--- src/rtl/rwin_pkg.sv ---
package rwin_pkg;
  localparam int LREG_W = 5;

  typedef logic [LREG_W-1:0] lreg_t;

  typedef enum logic [1:0] {
    OP_IDLE = 2'd0,
    OP_CALL = 2'd1,
    OP_RET  = 2'd2
  } win_op_e;
endpackage

--- src/rtl/rwin_map.sv ---
module rwin_map
  import rwin_pkg::*;
#(
  parameter int NUM_GLB = 10,
  parameter int NUM_LOC = 10,
  parameter int NUM_SHR = 6,
  parameter int NUM_WIN = 4,
  parameter int CWP_W   = 2,
  parameter int PHYS_W  = 7
) (
  input  logic [CWP_W-1:0]  cwp,
  input  lreg_t             lreg,
  output logic [PHYS_W-1:0] preg
);
  localparam int STRIDE = NUM_LOC + NUM_SHR;
  localparam int RING   = STRIDE * NUM_WIN;

  int offs;

  always_comb begin
    offs = STRIDE * int'(cwp) + int'(lreg) - NUM_GLB;
    if (offs >= RING) offs = offs - RING;
    if (int'(lreg) < NUM_GLB) preg = PHYS_W'(lreg);
    else                      preg = PHYS_W'(NUM_GLB + offs);
  end
endmodule

--- src/rtl/rwin_ptr.sv ---
module rwin_ptr
  import rwin_pkg::*;
#(
  parameter int NUM_WIN = 4,
  parameter int CWP_W   = 2
) (
  input  logic             clk,
  input  logic             rst_n,
  input  logic             call_i,
  input  logic             ret_i,
  output logic [CWP_W-1:0] cwp_o,
  output logic [CWP_W-1:0] depth_o,
  output logic             ovf_o,
  output logic             unf_o
);
  localparam logic [CWP_W-1:0] LAST = CWP_W'(NUM_WIN - 1);

  win_op_e          op;
  logic             step_en;
  logic [CWP_W-1:0] cwp_q, cwp_d, dep_q, dep_d;

  always_comb begin
    op = call_i ? OP_CALL : (ret_i ? OP_RET : OP_IDLE);
    step_en = (op != OP_IDLE);
    cwp_d = cwp_q;
    dep_d = dep_q;
    ovf_o = 1'b0;
    unf_o = 1'b0;
    case (op)
      OP_CALL: begin
        cwp_d = (cwp_q == LAST) ? '0 : cwp_q + 1'b1;
        if (dep_q == LAST) ovf_o = 1'b1;
        else               dep_d = dep_q + 1'b1;
      end
      OP_RET: begin
        cwp_d = (cwp_q == '0) ? LAST : cwp_q - 1'b1;
        if (dep_q == '0) unf_o = 1'b1;
        else             dep_d = dep_q - 1'b1;
      end
      default: ;
    endcase
  end

  always_ff @(posedge clk or negedge rst_n) begin
    if (!rst_n) begin
      cwp_q <= '0;
      dep_q <= '0;
    end else if (step_en) begin
      cwp_q <= cwp_d;
      dep_q <= dep_d;
    end
  end

  assign cwp_o   = cwp_q;
  assign depth_o = dep_q;

  p_call_adv_r7: assert property (@(posedge clk) disable iff (!rst_n)
    call_i |=> cwp_o == CWP_W'((int'($past(cwp_o)) + 1) % NUM_WIN));

  p_idle_hold_r7: assert property (@(posedge clk) disable iff (!rst_n)
    (!call_i && !ret_i) |=> ($stable(cwp_o) && $stable(depth_o)));

  p_ret_back_r8: assert property (@(posedge clk) disable iff (!rst_n)
    (ret_i && !call_i) |=>
      cwp_o == CWP_W'((int'($past(cwp_o)) + NUM_WIN - 1) % NUM_WIN));

  p_ovf_sat_r9: assert property (@(posedge clk) disable iff (!rst_n)
    ovf_o |=> depth_o == LAST);

  p_unf_sat_r10: assert property (@(posedge clk) disable iff (!rst_n)
    unf_o |=> depth_o == '0);

  p_no_unf_on_call_r11: assert property (@(posedge clk) disable iff (!rst_n)
    call_i |-> !unf_o);
endmodule

--- src/rtl/rwin_store.sv ---
module rwin_store #(
  parameter int NUM_PHYS = 74,
  parameter int PHYS_W   = 7,
  parameter int DATA_W   = 32
) (
  input  logic              clk,
  input  logic              we,
  input  logic [PHYS_W-1:0] waddr,
  input  logic [DATA_W-1:0] wdata,
  input  logic [PHYS_W-1:0] raddr_a,
  input  logic [PHYS_W-1:0] raddr_b,
  output logic [DATA_W-1:0] rdata_a,
  output logic [DATA_W-1:0] rdata_b
);
  logic [DATA_W-1:0] row [NUM_PHYS];

  assign row[0] = '0;

  for (genvar i = 1; i < NUM_PHYS; i++) begin : g_row
    logic              row_en;
    logic [DATA_W-1:0] row_q;

    assign row_en = we && (waddr == PHYS_W'(i));

    always_ff @(posedge clk) begin
      if (row_en) row_q <= wdata;
    end

    assign row[i] = row_q;
  end

  always_comb begin
    rdata_a = '0;
    rdata_b = '0;
    if (int'(raddr_a) < NUM_PHYS) rdata_a = row[raddr_a];
    if (int'(raddr_b) < NUM_PHYS) rdata_b = row[raddr_b];
  end
endmodule

--- src/rtl/rwin_file.sv ---
module rwin_file
  import rwin_pkg::*;
#(
  parameter int DATA_W  = 32,
  parameter int NUM_GLB = 10,
  parameter int NUM_LOC = 10,
  parameter int NUM_SHR = 6,
  parameter int NUM_WIN = 4
) (
  input  logic                       clk,
  input  logic                       rst_n,
  input  logic                       call_i,
  input  logic                       ret_i,
  input  logic [4:0]                 rd_a_addr,
  output logic [DATA_W-1:0]          rd_a_data,
  input  logic [4:0]                 rd_b_addr,
  output logic [DATA_W-1:0]          rd_b_data,
  input  logic                       wr_en,
  input  logic [4:0]                 wr_addr,
  input  logic [DATA_W-1:0]          wr_data,
  output logic [$clog2(NUM_WIN)-1:0] cwp_o,
  output logic [$clog2(NUM_WIN)-1:0] depth_o,
  output logic                       ovf_o,
  output logic                       unf_o
);
  localparam int NUM_PHYS = NUM_GLB + (NUM_LOC + NUM_SHR) * NUM_WIN;
  localparam int PHYS_W   = $clog2(NUM_PHYS);
  localparam int CWP_W    = $clog2(NUM_WIN);

  logic [CWP_W-1:0]  cwp;
  logic [PHYS_W-1:0] pa, pb, pw;
  logic              we_phys;

  rwin_ptr #(.NUM_WIN(NUM_WIN), .CWP_W(CWP_W)) u_ptr (
    .clk(clk), .rst_n(rst_n), .call_i(call_i), .ret_i(ret_i),
    .cwp_o(cwp), .depth_o(depth_o), .ovf_o(ovf_o), .unf_o(unf_o)
  );

  rwin_map #(.NUM_GLB(NUM_GLB), .NUM_LOC(NUM_LOC), .NUM_SHR(NUM_SHR),
             .NUM_WIN(NUM_WIN), .CWP_W(CWP_W), .PHYS_W(PHYS_W)) u_map_a (
    .cwp(cwp), .lreg(rd_a_addr), .preg(pa)
  );

  rwin_map #(.NUM_GLB(NUM_GLB), .NUM_LOC(NUM_LOC), .NUM_SHR(NUM_SHR),
             .NUM_WIN(NUM_WIN), .CWP_W(CWP_W), .PHYS_W(PHYS_W)) u_map_b (
    .cwp(cwp), .lreg(rd_b_addr), .preg(pb)
  );

  // Write side maps with the pointer still in place during a call cycle.
  rwin_map #(.NUM_GLB(NUM_GLB), .NUM_LOC(NUM_LOC), .NUM_SHR(NUM_SHR),
             .NUM_WIN(NUM_WIN), .CWP_W(CWP_W), .PHYS_W(PHYS_W)) u_map_w (
    .cwp(cwp), .lreg(wr_addr), .preg(pw)
  );

  assign we_phys = wr_en && (wr_addr != '0);

  rwin_store #(.NUM_PHYS(NUM_PHYS), .PHYS_W(PHYS_W), .DATA_W(DATA_W)) u_store (
    .clk(clk), .we(we_phys), .waddr(pw), .wdata(wr_data),
    .raddr_a(pa), .raddr_b(pb), .rdata_a(rd_a_data), .rdata_b(rd_b_data)
  );

  assign cwp_o = cwp;

  p_zero_read_r5: assert property (@(posedge clk) disable iff (!rst_n)
    (rd_a_addr == '0) |-> (rd_a_data == '0));

  p_ports_agree_r6: assert property (@(posedge clk) disable iff (!rst_n)
    (rd_a_addr == rd_b_addr) |-> (rd_a_data == rd_b_data));

  p_phys_range_r3: assert property (@(posedge clk) disable iff (!rst_n)
    (int'(pa) < NUM_PHYS) && (int'(pw) < NUM_PHYS));
endmodule

--- config.mk ---
export PLATFORM = sky130hd
export DESIGN_NAME = rwin_file
export DESIGN_NICKNAME = d
export VERILOG_FILES = /design/src/rtl/rwin_pkg.sv /design/src/rtl/rwin_map.sv /design/src/rtl/rwin_ptr.sv /design/src/rtl/rwin_store.sv /design/src/rtl/rwin_file.sv
export SDC_FILE = /design/constraint.sdc
export NUM_CORES = 2
export LEC_CHECK = 0
export BUFFER_PORTS_ARGS = -buffer_cell sky130_fd_sc_hd__buf_2
export CAP_MARGIN = 30
export CORE_MARGIN = 2
export CORE_UTILIZATION = 40
export CTS_CLUSTER_DIAMETER = 50
export CTS_CLUSTER_SIZE = 14
export DETAILED_ROUTE_END_ITERATION = 10
export PLACE_DENSITY_LB_ADDON = 0.05
export SLEW_MARGIN = 20
export SYNTH_ARGS = -nofsm -noshare
export SYNTH_HDL_FRONTEND = slang
export SYNTH_SLANG_ARGS = --single-unit
--- constraint.sdc ---
create_clock -name clk -period 6.2 [get_ports clk]
set_input_delay 0.62 -clock clk [delete_from_list [all_inputs] [get_ports clk]]
set_output_delay 0.62 -clock clk [all_outputs]
set_load 0.03 [all_outputs]
==> flow_summary.ini <==
[yosys]
ys_seq_elements = 2340
synth_edf_count = 2336
seq_area_frac_synth_pct = 63.9
synth_area_um2 = 110000
yosys_most_used_dff = edfxtp_1
avgSynthCellArea_um2 = 19.9
async_reset_ff_share_pct = 0.171
yosysUniqueCellTypes = 69
synth_warnings = 0
syn_inst = 5537
syn_nets = 5614

[place]
placed_area_um2 = 118000
dp.cells = 9183
io_buffer_count = 121
dpl.hpwl_mm = 249
gp_congestion = 0.852

[clocking]
clk_latency_ns = 0.92
clock-sinks = 2340
clockBufferDepth = 4
cts_tree = done
path_clk_slew_ns = 0.05
postCtsSetupRepairBufs = 0
cts_buffers = 310
cts-root-buf = clkbuf_16
htreeDepth = 5

[layout]
syn2layout_area_growth_pct = 16.8
layout_common_cells = edfxtp_1 (2336), mux4_2 (1088), mux2i_1 (411)
design_area_um2 = 129000
layout_commonest_cell = edfxtp_1
drive_gt1_share_pct = 38.6
stdcell_count = 9767
fin_nets = 5991

[setup_path]
timing.rr.start = u_ptr.cwp_o[0]$_DFFE_PN0P_
startpoint = u_ptr.cwp_o[0]$_DFFE_PN0P_
cp.arrival_ns = 5.42
critPathKind = reg -> out
worstSetupEndpointType = primary output
worstPathRequired_ns = 5.58
cp_max_fo = 32
start_kind = register

[route]
ant_nets = 0
topRoutingLayerUsed = met5
vias = 63500
m1WireLength_mm = 163
routed_wl_mm = 406
avgViaCountPerCell = 6.50
drc_errors = 0
dr.pass1.iters = 5
wl_met2_mm = 198
drtIter0Drc = 7590
dr_wl_met3_mm = 26.1
avgRoutedWirePerCell_um = 41.6

[grt]
track_usage_pct = 28.9
grt_pass1_vias = 64300
antenna_found_initial = 28
grt_pass1_wl_mm = 552
grt-ovfl-total = 0
grt_max_degree = 114

[pwr]
p_int_w = 0.0320
pwr_density_cell_nw_per_um2 = 373
seqPwrFrac_pct = 37.1
netSwitchingFraction_pct = 33.3
p_clk_share_pct = 38.4
power.share.combinational_pct = 24.5
ir_worst_vdd_uv = 289
p_sw_w = 0.0160
p_leak_nw = 41.1

[floorplan]
row_count = 192
start_util_pct = 40.2
design.core.area_um2 = 274000
fp.dieH_um = 528
pin_count = 122
dieArea_um2 = 279000
die_w_um = 528

[outcome]
outcome = finished clean

[timing]
worst_pin_slew_ns = 1.16
rsz0062_at_grt = false
finalSetupTns_ns = 0
final_hold_viol_count = 0
final-max-slew-violation-count = 0
whs_ns = 0.0772
period_needed_ns = 6.04
period_share_pct = 97.4
setup_viol = 0
slew_headroom_pct = 22.5
fmax_mhz = 166
finalClockSkew_ns = 0.0404

[hold_path]
hp-class = in -> async

[flow_run]
cap_violations = 0
## layer usage
metal	track usage [%]	vias up
met2	47.5	2817
met1	38.7	35100
met5	0	-
met4	11.8	6
met3	4.09	599
li1	-	25000
## critical path, stage by stage (launching register included)
cell and delay (ns):
dfrtp_1 0.42, inv_1 0.25, ha_1 0.20, inv_1 0.04
ha_1 0.41, or3b_1 0.38, nand3_1 0.18, xor2_1 0.14
o211a_1 0.24, or3_4 0.62, a2111oi_0 0.54, buf_4 0.24
a221o_1 0.50, buf_2 0.31
## synth_stat cells (all sizes together), types with 4 or more instances
master / instances / share of area, %
a211o: 32 / 0.25
o32a: 61 / 0.56
o22ai: 35 / 0.20
a32o: 66 / 0.60
clkbuf: 170 / 0.58
buf: 276 / 1.3
edfxtp: 2336 / 64
nor2: 166 / 0.57
ha: 22 / 0.25
o22a: 32 / 0.25
or2: 5 / 0.028
xor2: 8 / 0.077
mux2: 96 / 0.98
inv: 27 / 0.092
a21oi: 50 / 0.23
mux2i: 413 / 3.8
a2111oi: 67 / 0.83
o21ai: 44 / 0.20
mux4: 1088 / 22
and2: 68 / 0.39
o221ai: 31 / 0.25
dfrtp: 4 / 0.091
xnor2: 5 / 0.040
nand3: 37 / 0.17
a221oi: 63 / 0.50
nand2b: 6 / 0.036
nor3: 9 / 0.041
or3: 5 / 0.033
a221o: 34 / 0.31
and3: 5 / 0.028
a211oi: 68 / 0.47
nand2: 173 / 0.59
## timing repair
item                                    4_1_cts  5_1_grt
hold buffers                                  4        0
resized for setup                             1        6
endpoints found under the setup margin        1        6
hold endpoints to repair                      7        0
## stage by stage
step                total power (W)  setup slack, ns  util [%]
CTS                          0.0482           0.0357      46.9
global route                 0.0490          0.00494      47.0
global placement             0.0295            0.268      42.9
finish                       0.0480            0.161      47.0
floorplan                    0.0236             1.76         -
detailed placement           0.0298            0.620      43.0
## worst paths after layout
kind	slack (ns)	to	cells after the start
min	0.08	u_ptr.cwp_o[0]$_DFFE_PN0P_	2
min reg2reg	0.57	u_ptr.depth_o[0]$_DFFE_PN0P_	1
max reg2reg	1.62	u_store.g_row[1].row_q[2]$_DFFE_PP_	12
min in group clk	0.08	u_store.g_row[15].row_q[10]$_DFFE_PP_	1
max	0.16	rd_a_data[29]	13
max in group asynchronous	5.44	u_ptr.depth_o[0]$_DFFE_PN0P_	3
## power groups by stage
stage | Sequential, W | Clock [W] | Combinational (W)
2_1_floorplan | 0.0181 | 0 | 0.00543
3_3_place_gp | 0.0181 | 0 | 0.0114
3_5_place_dp | 0.0181 | 0 | 0.0116
4_1_cts | 0.0178 | 0.0187 | 0.0117
5_1_grt | 0.0178 | 0.0193 | 0.0120
6_report | 0.0178 | 0.0184 | 0.0118
## layout make-up
class                      instances  area [um2]
antenna                           10        25.0
timing repair buffer             511        4640
clock inverter                   223        2430
clock buffer                     343        8120
multi-input combinational       2724       38500
tap                             3589        4490
inverter                          27         101
sequential                      2340       70200
fill                           22700      145000
## state kept, by name (all words and copies together), names as in the netlist
name                 count
u_ptr.cwp_o              2
u_store.g_row.row_q   2336
u_ptr.depth_o            2
## logic make-up after synthesis
| kind of cell | Yosys count | share of synthesized area (%) |
|---|---|---|
| mux | 1597 | 27.0 |
| buf+inv | 473 | 1.94 |
| fa+ha+maj | 25 | 0.305 |
| compound gates | 605 | 4.81 |
| simple gates | 484 | 1.96 |
| xor+xnor | 13 | 0.117 |
| flops | 2340 | 63.9 |
Power figures use the tool's default switching activity.
